$ cat src/rtl/bpv_pkg.sv
package bpv_pkg;
  // saturating 2-bit step toward the observed outcome
  function automatic logic [1:0] ctr_step(input logic [1:0] cur, input logic taken);
    logic [1:0] nxt;
    if (taken) nxt = (cur == 2'd3) ? 2'd3 : cur + 2'd1;
    else       nxt = (cur == 2'd0) ? 2'd0 : cur - 2'd1;
    return nxt;
  endfunction

  function automatic logic ctr_taken(input logic [1:0] cur);
    return cur[1];
  endfunction
endpackage

$ cat src/rtl/bpv_sel_table.sv
module bpv_sel_table #(
  parameter int AW      = 3,
  parameter int SEL_W   = 2,
  parameter int DEF_SEL = 0
) (
  input  logic             clk,
  input  logic             rst_n,
  input  logic             rd_en,
  input  logic [AW-1:0]    rd_addr,
  output logic [SEL_W-1:0] rd_q,
  input  logic             wr_en,
  input  logic [AW-1:0]    wr_addr,
  input  logic [SEL_W-1:0] wr_sel
);
  localparam int DEPTH = 1 << AW;
  logic [SEL_W-1:0] mem [DEPTH];

  always_ff @(posedge clk) begin
    if (!rst_n) begin
      for (int i = 0; i < DEPTH; i++) mem[i] <= SEL_W'(DEF_SEL);
      rd_q <= '0;
    end else begin
      if (rd_en) rd_q <= mem[rd_addr];   // old value on a same-edge write
      if (wr_en) mem[wr_addr] <= wr_sel;
    end
  end
endmodule

$ cat src/rtl/bpv_ctr_table.sv
module bpv_ctr_table
  import bpv_pkg::*;
#(
  parameter int IDX_W = 5
) (
  input  logic             clk,
  input  logic             rst_n,
  input  logic             rd_en,
  input  logic [IDX_W-1:0] rd_idx,
  output logic [1:0]       rd_q,
  input  logic             upd_en,
  input  logic [IDX_W-1:0] upd_idx,
  input  logic             upd_taken,
  output logic [1:0]       upd_old,
  output logic [1:0]       upd_new
);
  localparam int DEPTH = 1 << IDX_W;
  logic [1:0] mem [DEPTH];

  assign upd_old = mem[upd_idx];
  assign upd_new = ctr_step(upd_old, upd_taken);

  always_ff @(posedge clk) begin
    if (!rst_n) begin
      for (int i = 0; i < DEPTH; i++) mem[i] <= 2'd1;
      rd_q <= 2'd1;
    end else begin
      if (rd_en)  rd_q <= mem[rd_idx];
      if (upd_en) mem[upd_idx] <= upd_new;
    end
  end
endmodule

$ cat src/rtl/bpv_cand_mux.sv
module bpv_cand_mux #(
  parameter int SEL_W = 2,
  parameter int IDX_W = 5
) (
  input  logic [(1<<SEL_W)*IDX_W-1:0] cand,
  input  logic [SEL_W-1:0]            sel,
  output logic [IDX_W-1:0]            idx
);
  localparam int NSEL = 1 << SEL_W;
  logic [IDX_W-1:0] slot [NSEL];

  for (genvar g = 0; g < NSEL; g++) begin : g_slot
    assign slot[g] = cand[g*IDX_W +: IDX_W];
  end

  assign idx = slot[sel];
endmodule

$ cat src/rtl/bpv_top.sv
module bpv_top #(
  parameter int PC_W    = 16,
  parameter int SEL_W   = 2,
  parameter int IDX_W   = 5,
  parameter int SELT_AW = 3,
  parameter int DEFAULT_SEL = 2
) (
  input  logic                        clk,
  input  logic                        rst_n,
  input  logic                        fetch_valid,
  input  logic [PC_W-1:0]             fetch_pc,
  input  logic [(1<<SEL_W)*IDX_W-1:0] cand_vec,
  input  logic                        dec_valid,
  input  logic [SEL_W-1:0]            dec_sel,
  input  logic                        ret_valid,
  input  logic [PC_W-1:0]             ret_pc,
  input  logic [SEL_W-1:0]            ret_sel,
  input  logic [IDX_W-1:0]            ret_idx,
  input  logic                        ret_taken,
  output logic                        pred_valid,
  output logic                        pred_taken,
  output logic [SEL_W-1:0]            pred_sel,
  output logic                        redo
);
  import bpv_pkg::*;
  localparam int NSEL   = 1 << SEL_W;
  localparam int CAND_W = NSEL * IDX_W;

  // stage 1 state
  logic              s1_v;
  logic [CAND_W-1:0] cand_q;
  logic [SEL_W-1:0]  s1_sel;
  // stage 2 / output state
  logic              pv_q, redo_q;
  logic [SEL_W-1:0]  held_sel;
  logic [1:0]        ctr_rd;

  // named internal events
  logic              redo_req;
  logic [SEL_W-1:0]  look_sel;
  logic [IDX_W-1:0]  look_idx;
  logic [1:0]        upd_old, upd_new;

  assign redo_req = dec_valid && (dec_sel != held_sel);
  assign look_sel = redo_req ? dec_sel : s1_sel;

  bpv_sel_table #(.AW(SELT_AW), .SEL_W(SEL_W), .DEF_SEL(DEFAULT_SEL)) u_selt (
    .clk(clk), .rst_n(rst_n),
    .rd_en(fetch_valid), .rd_addr(fetch_pc[SELT_AW+1:2]), .rd_q(s1_sel),
    .wr_en(ret_valid), .wr_addr(ret_pc[SELT_AW+1:2]), .wr_sel(ret_sel)
  );

  bpv_cand_mux #(.SEL_W(SEL_W), .IDX_W(IDX_W)) u_mux (
    .cand(cand_q), .sel(look_sel), .idx(look_idx)
  );

  bpv_ctr_table #(.IDX_W(IDX_W)) u_ctr (
    .clk(clk), .rst_n(rst_n),
    .rd_en(s1_v || redo_req), .rd_idx(look_idx), .rd_q(ctr_rd),
    .upd_en(ret_valid), .upd_idx(ret_idx), .upd_taken(ret_taken),
    .upd_old(upd_old), .upd_new(upd_new)
  );

  always_ff @(posedge clk) begin
    if (!rst_n) begin
      s1_v     <= 1'b0;
      cand_q   <= '0;
      pv_q     <= 1'b0;
      redo_q   <= 1'b0;
      held_sel <= SEL_W'(DEFAULT_SEL);
    end else begin
      s1_v   <= fetch_valid;
      if (fetch_valid) cand_q <= cand_vec;
      pv_q   <= s1_v || redo_req;
      redo_q <= redo_req;
      if (s1_v) held_sel <= s1_sel;
    end
  end

  assign pred_valid = pv_q;
  assign pred_taken = ctr_taken(ctr_rd);
  assign pred_sel   = held_sel;
  assign redo       = redo_q;
endmodule

$ cat config.mk
export PLATFORM = sky130hd
export DESIGN_NAME = bpv_top
export DESIGN_NICKNAME = d
export VERILOG_FILES = /design/src/rtl/bpv_pkg.sv /design/src/rtl/bpv_sel_table.sv /design/src/rtl/bpv_ctr_table.sv /design/src/rtl/bpv_cand_mux.sv /design/src/rtl/bpv_top.sv
export SDC_FILE = /design/constraint.sdc
export NUM_CORES = 1
export LEC_CHECK = 0
export BUFFER_PORTS_ARGS = -buffer_cell sky130_fd_sc_hd__buf_2
export CAP_MARGIN = 20
export CORE_MARGIN = 4
export CORE_UTILIZATION = 44
export CTS_CLUSTER_SIZE = 40
export DETAILED_ROUTE_END_ITERATION = 16
export SYNTH_ARGS = -nofsm -noshare
export SYNTH_HDL_FRONTEND = slang
export SYNTH_HIERARCHICAL = 1
export SYNTH_SLANG_ARGS = --single-unit
$ cat constraint.sdc
create_clock -name clk -period 3.8 [get_ports clk]
set_input_delay 0.19 -clock clk [delete_from_list [all_inputs] [get_ports clk]]
set_output_delay 0.19 -clock clk [all_outputs]
set_load 0.02 [all_outputs]
======== Yosys cells after proc, flatten, opt, wreduce, memory -nomap -nowiden ========
Memories as Yosys holds them, arrays and structs flattened. A register that Yosys moved wholly into a read port is not among the register bits.
Cells that the tools add are included.
word-level totals
  output and inout bits ................... 5
  logic and storage cells ................. 37
  memory bits (writable) .................. 80
  flip-flop bits (word level) ............. 25
  input port bits ......................... 67
  memories kept ........................... 2
operators by class
  reduce and logical (&&, ||, !) cells .... 7
  equality and inequality tests ........... 2
  magnitude comparators ................... 1
  bitwise operators ....................... 1
  mux-type cells .......................... 17
  add/sub/neg operators ................... 2
memory list
  name        depth  bits a word  rd ports  clocked after Yosys merged registers in  wr ports  RTL line             RTL
  u_ctr.mem   32     2            2         1                                        32        bpv_ctr_table.sv:18  logic [1:0] mem [DEPTH];
  u_selt.mem  8      2            1         1                                        8         bpv_sel_table.sv:16  logic [SEL_W-1:0] mem [DEPTH];
operators with widths
  cell                 count
  $mux 5               3
  $mux 2               6
  $bmux 5 s2           1
  $mux 1               6
  $reduce_or 2->1      2
  $ge 3x3->1 const B   1
  $mux 3               1
  $not 2->3            1
  $add 2x1->2 const B  1
  $eq 2x2->1 const B   1
  $logic_not 1->1      2
  $logic_not 2->1      1
  $ne 2x2->1           1
  $sub 2x1->2 const B  1
  $logic_and 1x1->1    1
  $logic_or 1x1->1     1

======== Depth between registers and ports, before layout ========
Gate-level depths: netlist of the first run.
  word-level depth ........................ 7
  depth in mapped cells ................... 11
  mapped depth without buffers ............ 8

======== Modules after synthesis ========
Netlist of the first run, hierarchy kept.
by module, submodules not included
  module         area an instance (µm²)  instances  cells each  seq. area each (µm²)
  bpv_ctr_table  3913.8                  1          339         1961.9
  bpv_top        1001.0                  1          92          500.5
  bpv_sel_table  869.6                   1          73          520.5
  bpv_cand_mux   123.9                   1          6           0.0

======== Least setup slack after synthesis of the first run ========
No wires, ideal clock.
  kind .................................... register to register
  from .................................... register held_sel[1] (netlist: pred_sel[1])
  to ...................................... register u_ctr.rd_q[0], read port of u_ctr.mem
  period minus slack after synthesis ...... 3.250 ns
  buffers on the path ..................... 3
  slack ................................... 0.550 ns
  arrival ................................. 3.122 ns
  required time ........................... 3.672 ns
  stages on the path, launching flop included .. 14
  setup time .............................. 0.128 ns
  cells stage by stage .................... dfxtp_1 -> xnor2_1 -> nand2b_1 -> a21oi_1 -> buf_6 -> mux4_2 -> buf_2 -> buf_2 -> mux4_2 -> mux4_2 -> mux2i_1 -> nand2_1 -> o21ai_0 -> nand2_1
on the way
  longest elaborated chain between the ends .. 7
  elaborated cells on any way between the ends .. 8
  those cells by class .................... 1 x eq/ne; 4 x mux; 1 x bitwise; 2 x reduce/logical
RTL lines
  element                                    RTL line             RTL
  start: declaration                         bpv_top.sv:35        logic [SEL_W-1:0] held_sel;
  start signal: assignment                   bpv_top.sv:70        held_sel <= SEL_W'(DEFAULT_SEL);
  start signal: assignment                   bpv_top.sv:76        if (s1_v) held_sel <= s1_sel;
  $ne 2x2->1                                 bpv_top.sv:44        assign redo_req = dec_valid && (dec_sel != held_sel);
  $logic_and 1x1->1                          bpv_top.sv:44
  $mux 2                                     bpv_top.sv:45        assign look_sel = redo_req ? dec_sel : s1_sel;
  net look_sel[0]                            bpv_top.sv:40        logic [SEL_W-1:0] look_sel;
  $not 2->3 (implied by the code)            bpv_cand_mux.sv:16   assign idx = slot[sel];
  $bmux 5 s2                                 bpv_cand_mux.sv:16
  $mux 5 (implied by the code) (2 in a row)  bpv_cand_mux.sv:16
  net look_idx[0]                            bpv_top.sv:41        logic [IDX_W-1:0] look_idx;
  end: declaration                           bpv_ctr_table.sv:10  output logic [1:0] rd_q,
The timed path passes the listed nets, and every way through them passes these cells. The select of a mux whose other input is x is not followed.
A chain may end at the register's enable or synchronous reset.

======== Worst setup path after layout of the first run ========
  from .................................... register held_sel[1] (netlist: pred_sel[1])
  to ...................................... register u_ctr.rd_q[1], read port of u_ctr.mem
Same word-level chain as after synthesis.

==> flow_metrics.py, run 1 <==
metrics = {
    "detailed_routing": {
        "drtIter0Drc": 260,
        "wire_per_inst_um": 18.12,
        "via_per_inst": 5.581,
        "drc_errors": 0,
        "ant_nets": 0,
        "routed-via-count": 3862,
        "drt_wl_total_um": 12540,
        "drt-pass1-iter-count": 5,
    },
    "cts": {
        "holdBufCountCts": 0,
        "clock-sinks": 108,
        "clock_latency_ns": 0.35,
        "cts_max_level": 3,
        "cts_buffers": 9,
        "cts_resized": 0,
        "cts_root_buf": "clkbuf_16",
        "path_clk_slew_ns": 0.07,
        "cts_buffer_depth": 2,
        "cts_setup_buffers": 0,
        "cts_tree": "built",
    },
    "worst_setup_path": {
        "crit_type": "reg2reg",
        "crit_top_cell": "mux4_2",
        "cp_num_buf_inv": 0,
        "crit_fanout": 8,
        "path_cells": "xnor2_1, nand2b_1, a21oi_1, mux4_2, mux4_2, mux2i_1, mux4_2, a21oi_1",
        "worst_path_max_delay_cell": "mux4_2",
        "cp_slowest_stage_delay_ns": 0.76,
        "cpLargestDelayFamily": "multiplexers",
        "critical_path.endpoint_type": "register",
        "cp.arrival_ns": 3.26,
        "startpoint_type": "register",
        "worstPathRequired_ns": 4.05,
    },
    "synthesis": {
        "synth.avg_cell_area_um2": 11.44,
        "syn_nets": 559,
        "synthCells": 492,
        "synth_warnings": 6,
        "synth_area_mm2": 0.005629,
    },
    "cells_and_area": {
        "stdcell_count": 692,
        "antenna_cells": 0,
        "layout_commonest_cell": "edfxtp_1",
        "layout-drive-gt1-share": 0.2115,
        "area_growth_pct": 10.69,
        "final_cell_mix": "80 x edfxtp_1, 75 x nand2_1, 47 x nor2_1",
        "utilization": 0.4958,
        "layout.nets": 582,
    },
    "floorplan": {
        "die-area_mm2": 0.01467,
        "start_util": 0.4479,
        "chipHeight_um": 121.1,
        "die_w_um": 121.1,
        "row_count": 41,
        "core_area_mm2": 0.01257,
        "ios": 72,
    },
    "grt": {
        "grt_use_total": 0.1814,
        "grt_pass1_wl_um": 20380,
        "antenna_found_initial": 0,
        "gr-total-overflow": 0,
        "grt_pass1_vias": 3910,
        "grt_max_degree": 59,
    },
    "sta": {
        "finalSetupViolCount": 0,
        "setup-tns-final_ns": 0,
        "tightest_slew_ns": 0.9001,
        "max_freq_mhz": 332.2,
        "timing.final.crit_share": 0.7923,
        "skew_ns": 0.007587,
        "drv_slew": 0,
        "min_period_ns": 3.011,
        "hold_violations": 0,
        "maxSlewHeadroom": 0.3999,
        "fin_ws_ns": 0.7894,
        "rsz0062_at_grt": "no",
    },
    "min_path": {
        "min_path_type": "in2reg",
    },
    "placed_design": {
        "portBuffers": 45,
        "placed_cells": 676,
        "place_congestion": 0.8110,
        "dp_slack_ns": 0.5888,
        "place_hpwl_um": 8698,
    },
    "status": {
        "outcome": "finished, final reports clean",
    },
    "flow_run": {
        "max_cap_violations": 0,
    },
    "pwr": {
        "powerDensity_mw_per_mm2": 434.8,
        "max-vdd-ir-drop_mv": 0.2332,
        "total_leakage_power_nw": 2.215,
    },
}
worst min-delay path, cell delays in order:
cell and delay, ns:
buf_2 0.08, mux2i_1 0.05, nor2b_1 0.09
power breakdown:
group,switching (mW),leakage [nW],internal (mW)
combinational,0.212,1.10,0.149
sequential,0.0240,0.963,1.31
clock,0.432,0.154,0.581
per-stage QoR:
stage               power, mW  cell area, um^2  hold slack (ns)
global placement        1.716             5908           0.4462
global route            2.827             6231          0.09366
floorplan               1.628             5629           0.2801
CTS                     2.740             6231          0.08574
finish                  2.709             6231          0.09361
detailed placement      1.727             5908           0.4646
layer usage:
layer,vias up,part of all wire,GRT usage
met2,102,0.50,0.2966
li1,1836,-,-
met1,1904,0.44,0.2371
met3,20,0.048,0.04755
met4,0,0.020,0.05524
met5,-,0,0
flip-flops by register name, indices dropped and copies added, names as in the netlist:
name,cells
cand_q,20
pred_valid,1
u_selt/mem,16
u_selt/rd_q,2
pred_sel,2
redo,1
u_ctr/mem,64
u_ctr/rd_q,1
s1_v,1
layout make-up:
class                           count  area, um^2
Clock buffer                        9       225.2
Tap cell                          172       215.2
Timing Repair Buffer               53       297.8
Multi-Input combinational cell    337        2410
Inverter                            6       22.52
Fill cell                        1127        6337
Clock inverter                      7       97.59
Sequential cell                   108        2963
final timing paths:
path | start | end | slack (ns) | cells past startpoint
max | pred_sel[1] | u_ctr/rd_q[1] | 0.79 | 8
min | cand_vec[1] | cand_q[1] | 0.09 | 3
max reg2reg | pred_sel[1] | u_ctr/rd_q[1] | 0.79 | 8
min reg2reg | cand_q[8] | cand_q[8] | 0.52 | 2
Power figures use the tool's default switching activity.
==> run 2: changes to the inputs <==
Clock period 3.8 ns to 3 ns, I/O delays scaled along.
==> flow_metrics.py, run 2 (synthesized netlist as in run 1, its figures left out) <==
metrics = {
    "status": {
        "outcome": "finished, final reports clean",
    },
    "cells_and_area": {
        "top_register": "u_ctr/mem",
        "utilization": 0.4996,
        "layout_commonest_cell": "edfxtp_1",
        "fillers": 1115,
        "largest_reg_flops": 64,
        "layout.nets": 589,
        "top_regs": "u_ctr/mem: 64 flops, cand_q: 20 flops, u_selt/mem: 16 flops",
        "area_growth_pct": 11.54,
        "final_cell_mix": "80 x edfxtp_1, 75 x nand2_1, 47 x nor2_1",
        "antenna_cells": 0,
        "layout-drive-gt1-share": 0.2220,
    },
    "pwr": {
        "total_leakage_power_nw": 2.254,
        "netSwitchingFraction": 0.2441,
        "max-vdd-ir-drop_mv": 0.2609,
        "powerDensity_mw_per_mm2": 532.9,
        "power_frac_seq": 0.507,
        "power_switching_mw": 0.8167,
        "pwr-share-clk": 0.355,
        "power_frac_comb": 0.138,
        "power.internal_mw": 2.529,
    },
    "grt": {
        "grt_use_total": 0.1784,
        "grt_pass1_vias": 3803,
        "grt_pass1_wl_um": 20130,
        "grt_max_degree": 73,
        "antenna_found_initial": 0,
        "gr-total-overflow": 0,
    },
    "flow_run": {
        "max_cap_violations": 0,
    },
    "cts": {
        "cts_buffers": 9,
        "cts_setup_buffers": 0,
        "cts_max_level": 3,
        "path_clk_slew_ns": 0.07,
        "cts_tree": "built",
        "clock-sinks": 108,
        "cts_resized": 0,
        "clock_latency_ns": 0.35,
        "holdBufCountCts": 0,
        "cts_root_buf": "clkbuf_16",
        "cts_buffer_depth": 2,
    },
    "placed_design": {
        "place_congestion": 0.8310,
        "place_hpwl_um": 8750,
        "portBuffers": 45,
    },
    "detailed_routing": {
        "drt_wl_total_um": 12450,
        "via_per_inst": 5.562,
        "ant_nets": 0,
        "routed-via-count": 3888,
        "drc_errors": 0,
        "drtIter0Drc": 343,
        "drt-pass1-iter-count": 5,
        "wire_per_inst_um": 17.81,
    },
    "worst_setup_path": {
        "path_cells": "xnor2_1, nand2b_1, a21oi_1, mux4_2, mux4_2, mux2i_1, mux4_2, a21oi_1",
        "startpoint_type": "register",
        "cp.arrival_ns": 3.13,
        "critical_path.endpoint_type": "register",
        "cp_slowest_stage_delay_ns": 0.72,
        "cpLargestDelayFamily": "multiplexers",
        "crit_type": "reg2reg",
        "worstPathRequired_ns": 3.29,
        "worst_path_max_delay_cell": "mux4_2",
        "crit_top_cell": "mux4_2",
        "crit_fanout": 8,
        "cp_num_buf_inv": 0,
    },
    "sta": {
        "hold_violations": 0,
        "rsz0062_at_grt": "no",
        "drv_slew": 0,
        "setup-tns-final_ns": 0,
        "maxSlewHeadroom": 0.4261,
        "min_period_ns": 2.846,
        "skew_ns": 0.008923,
        "max_freq_mhz": 351.4,
        "finalSetupViolCount": 0,
        "timing.final.crit_share": 0.9486,
        "tightest_slew_ns": 0.8589,
    },
    "floorplan": {
        "chipHeight_um": 121.1,
        "core_area_mm2": 0.01257,
        "die_w_um": 121.1,
        "ios": 72,
        "start_util": 0.4479,
        "die-area_mm2": 0.01467,
        "row_count": 41,
    },
    "min_path": {
        "min_path_type": "in2reg",
    },
}
run 2: layout make-up:
type,instances,area (um^2),share of cell area
Clock buffer,13,281.5,0.04484
Clock inverter,3,23.77,0.003786
Inverter,6,22.52,0.003587
Multi-Input combinational cell,337,2410,0.3838
Sequential cell,108,2963,0.4719
Tap cell,172,215.2,0.03428
Timing Repair Buffer,60,362.8,0.05779
run 2: worst paths after layout:
kind | start | to | slack, ns | cells after the start
max reg2reg | pred_sel[1] | u_ctr/rd_q[1] | 0.15 | 8
max | pred_sel[1] | u_ctr/rd_q[1] | 0.15 | 8
min reg2reg | cand_q[12] | cand_q[12] | 0.52 | 2
min | cand_vec[1] | cand_q[1] | 0.06 | 3
run 2: worst register-to-register path, stage by stage (launching register included):
cell and delay [ns]:
dfxtp_1 0.33, xnor2_1 0.26, nand2b_1 0.09, a21oi_1 0.29, mux4_2 0.72, mux4_2 0.40
mux2i_1 0.07, mux4_2 0.47, a21oi_1 0.14
run 2: stage by stage:
stage	total power [mW]	hold WS (ns)	setup WS [ns]	cell area (um^2)	cells
floorplan	2.062	0.2401	0.1352	5629	492
CTS	3.383	0.04277	0.1442	6279	699
global route	3.499	0.04874	0.03567	6279	699
global placement	2.184	0.4064	0.2144	5973	683
detailed placement	2.195	0.4164	0.1659	5973	683
finish	3.346	0.05611	0.1543	6279	699
run 2: per-layer routing:
layer  vias to the layer above  track usage  wire, um
met2                       108       0.2838      6045
met1                      1909       0.2474      5606
met4                         0      0.06728       217
met3                        17      0.02751       577
met5                         -            0         0
li1                       1854            -         -
run 2: power by group through the flow:
stage	Clock, mW	Sequential, mW	Combinational (mW)
detailed placement	0	1.73	0.466
global placement	0	1.73	0.455
CTS	1.22	1.70	0.466
finish	1.19	1.70	0.463
global route	1.29	1.70	0.504
floorplan	0	1.72	0.343
==> run 3: changes to the inputs <==
Settings changed: CTS_CLUSTER_SIZE 40 to not set, RECOVER_POWER set to 50.
==> flow_metrics.py, run 3 (synthesized netlist as in run 1, its figures left out) <==
metrics = {
    "pwr": {
        "powerDensity_mw_per_mm2": 534.6,
        "max-vdd-ir-drop_mv": 0.2612,
        "total_leakage_power_nw": 2.233,
    },
    "sta": {
        "drv_slew": 0,
        "hold_slack_ns": 0.05350,
        "timing.final.crit_share": 0.9547,
        "max_freq_mhz": 349.1,
        "maxSlewHeadroom": 0.07984,
        "tightest_slew_ns": 1.380,
        "setup-tns-final_ns": 0,
        "hold_violations": 0,
        "rsz0062_at_grt": "no",
        "fin_ws_ns": 0.1358,
        "min_period_ns": 2.864,
        "skew_ns": 0.009902,
        "finalSetupViolCount": 0,
    },
    "floorplan": {
        "chipHeight_um": 121.1,
        "ios": 72,
        "die-area_mm2": 0.01467,
        "start_util": 0.4479,
        "die_w_um": 121.1,
        "core_area_mm2": 0.01257,
        "row_count": 41,
    },
    "worst_setup_path": {
        "critical_path.endpoint_type": "register",
        "cp.arrival_ns": 3.15,
        "crit_type": "reg2reg",
        "crit_fanout": 6,
        "worstPathRequired_ns": 3.28,
        "startpoint_type": "register",
    },
    "grt": {
        "grt_max_degree": 73,
        "grt_pass1_wl_um": 20130,
        "gr-total-overflow": 0,
        "grt_use_total": 0.1784,
        "antenna_found_initial": 0,
        "grt_pass1_vias": 3803,
    },
    "cells_and_area": {
        "largest_reg_flops": 64,
        "layout-drive-gt1-share": 0.2106,
        "layout.nets": 589,
        "top_regs": "u_ctr/mem: 64 flops, cand_q: 20 flops, u_selt/mem: 16 flops",
        "layout_commonest_cell": "edfxtp_1",
        "area_growth_pct": 11.36,
        "utilization": 0.4988,
        "final_cell_mix": "80 x edfxtp_1, 75 x nand2_1, 47 x nor2_1",
        "antenna_cells": 0,
        "top_register": "u_ctr/mem",
    },
    "cts": {
        "path_clk_slew_ns": 0.07,
        "cts_setup_buffers": 0,
        "cts_buffers": 9,
        "holdBufCountCts": 0,
        "cts_max_level": 3,
        "clock_latency_ns": 0.35,
        "cts_buffer_depth": 2,
        "cts_resized": 0,
        "cts_tree": "built",
        "cts_root_buf": "clkbuf_16",
        "clock-sinks": 108,
    },
    "placed_design": {
        "dp_slack_ns": 0.1659,
        "place_hpwl_um": 8750,
        "place_congestion": 0.8310,
        "portBuffers": 45,
    },
    "flow_run": {
        "max_cap_violations": 0,
    },
    "detailed_routing": {
        "routed-via-count": 3895,
        "drc_errors": 0,
        "drt_wl_total_um": 12500,
        "drtIter0Drc": 324,
        "wire_per_inst_um": 17.88,
        "drt-pass1-iter-count": 5,
        "ant_nets": 0,
        "via_per_inst": 5.572,
    },
    "status": {
        "outcome": "finished, final reports clean",
    },
    "min_path": {
        "min_path_type": "in2reg",
    },
}
## run 3: cell types whose count changed in the layout (fill, tap and decap cells not counted), sizes merged
cell    previous run  this run
clkbuf            13        20
buf               60        53
## run 3: final cells by class
cell class	count	area, um^2
timing repair buffer	60	352.8
fill	1121	6300
multi-input combinational	337	2410
tap	172	215.2
clock inverter	3	23.77
sequential	108	2963
clock buffer	13	281.5
inverter	6	22.52
## run 3: through the flow
step	std cells	total power [mW]	area (um^2)
after floorplan	492	2.062	5629
after global placement	683	2.184	5973
after detailed placement	683	2.195	5973
after CTS	699	3.383	6279
after global routing	699	3.499	6269
final	699	3.351	6269
## run 3: final timing paths
check | start | endpoint | slack [ns] | cells after the start
setup / recovery | pred_sel[1] | u_ctr/rd_q[1] | 0.14 | 9
hold / removal | cand_vec[11] | cand_q[11] | 0.05 | 3
setup reg to reg | pred_sel[1] | u_ctr/rd_q[1] | 0.14 | 9
hold reg to reg | cand_q[12] | cand_q[12] | 0.52 | 2
## run 3: report_power, final
part	leakage (nW)	switching (mW)	total [mW]	internal [mW]
logic	1.12	0.263	0.464	0.200
registers	0.963	0.0338	1.70	1.66
clock network	0.152	0.525	1.19	0.666
## run 3: metal layers
metal	track usage	up-vias	share of wire	wire length (um)
met5	0	-	0	0
met4	0.06728	0	0.017	213
met3	0.02751	15	0.049	608
met2	0.2838	112	0.48	6052
met1	0.2474	1914	0.45	5626
li1	-	1854	-	-
## run 3: worst max-delay path, stage by stage (launching register included)
cell      delay, ns
dfxtp_1        0.34
xnor2_1        0.26
nand2b_1       0.09
a21oi_1        0.31
buf_4          0.22
mux4_2         0.63
mux4_2         0.27
mux2i_1        0.07
mux4_2         0.47
a21oi_1        0.14
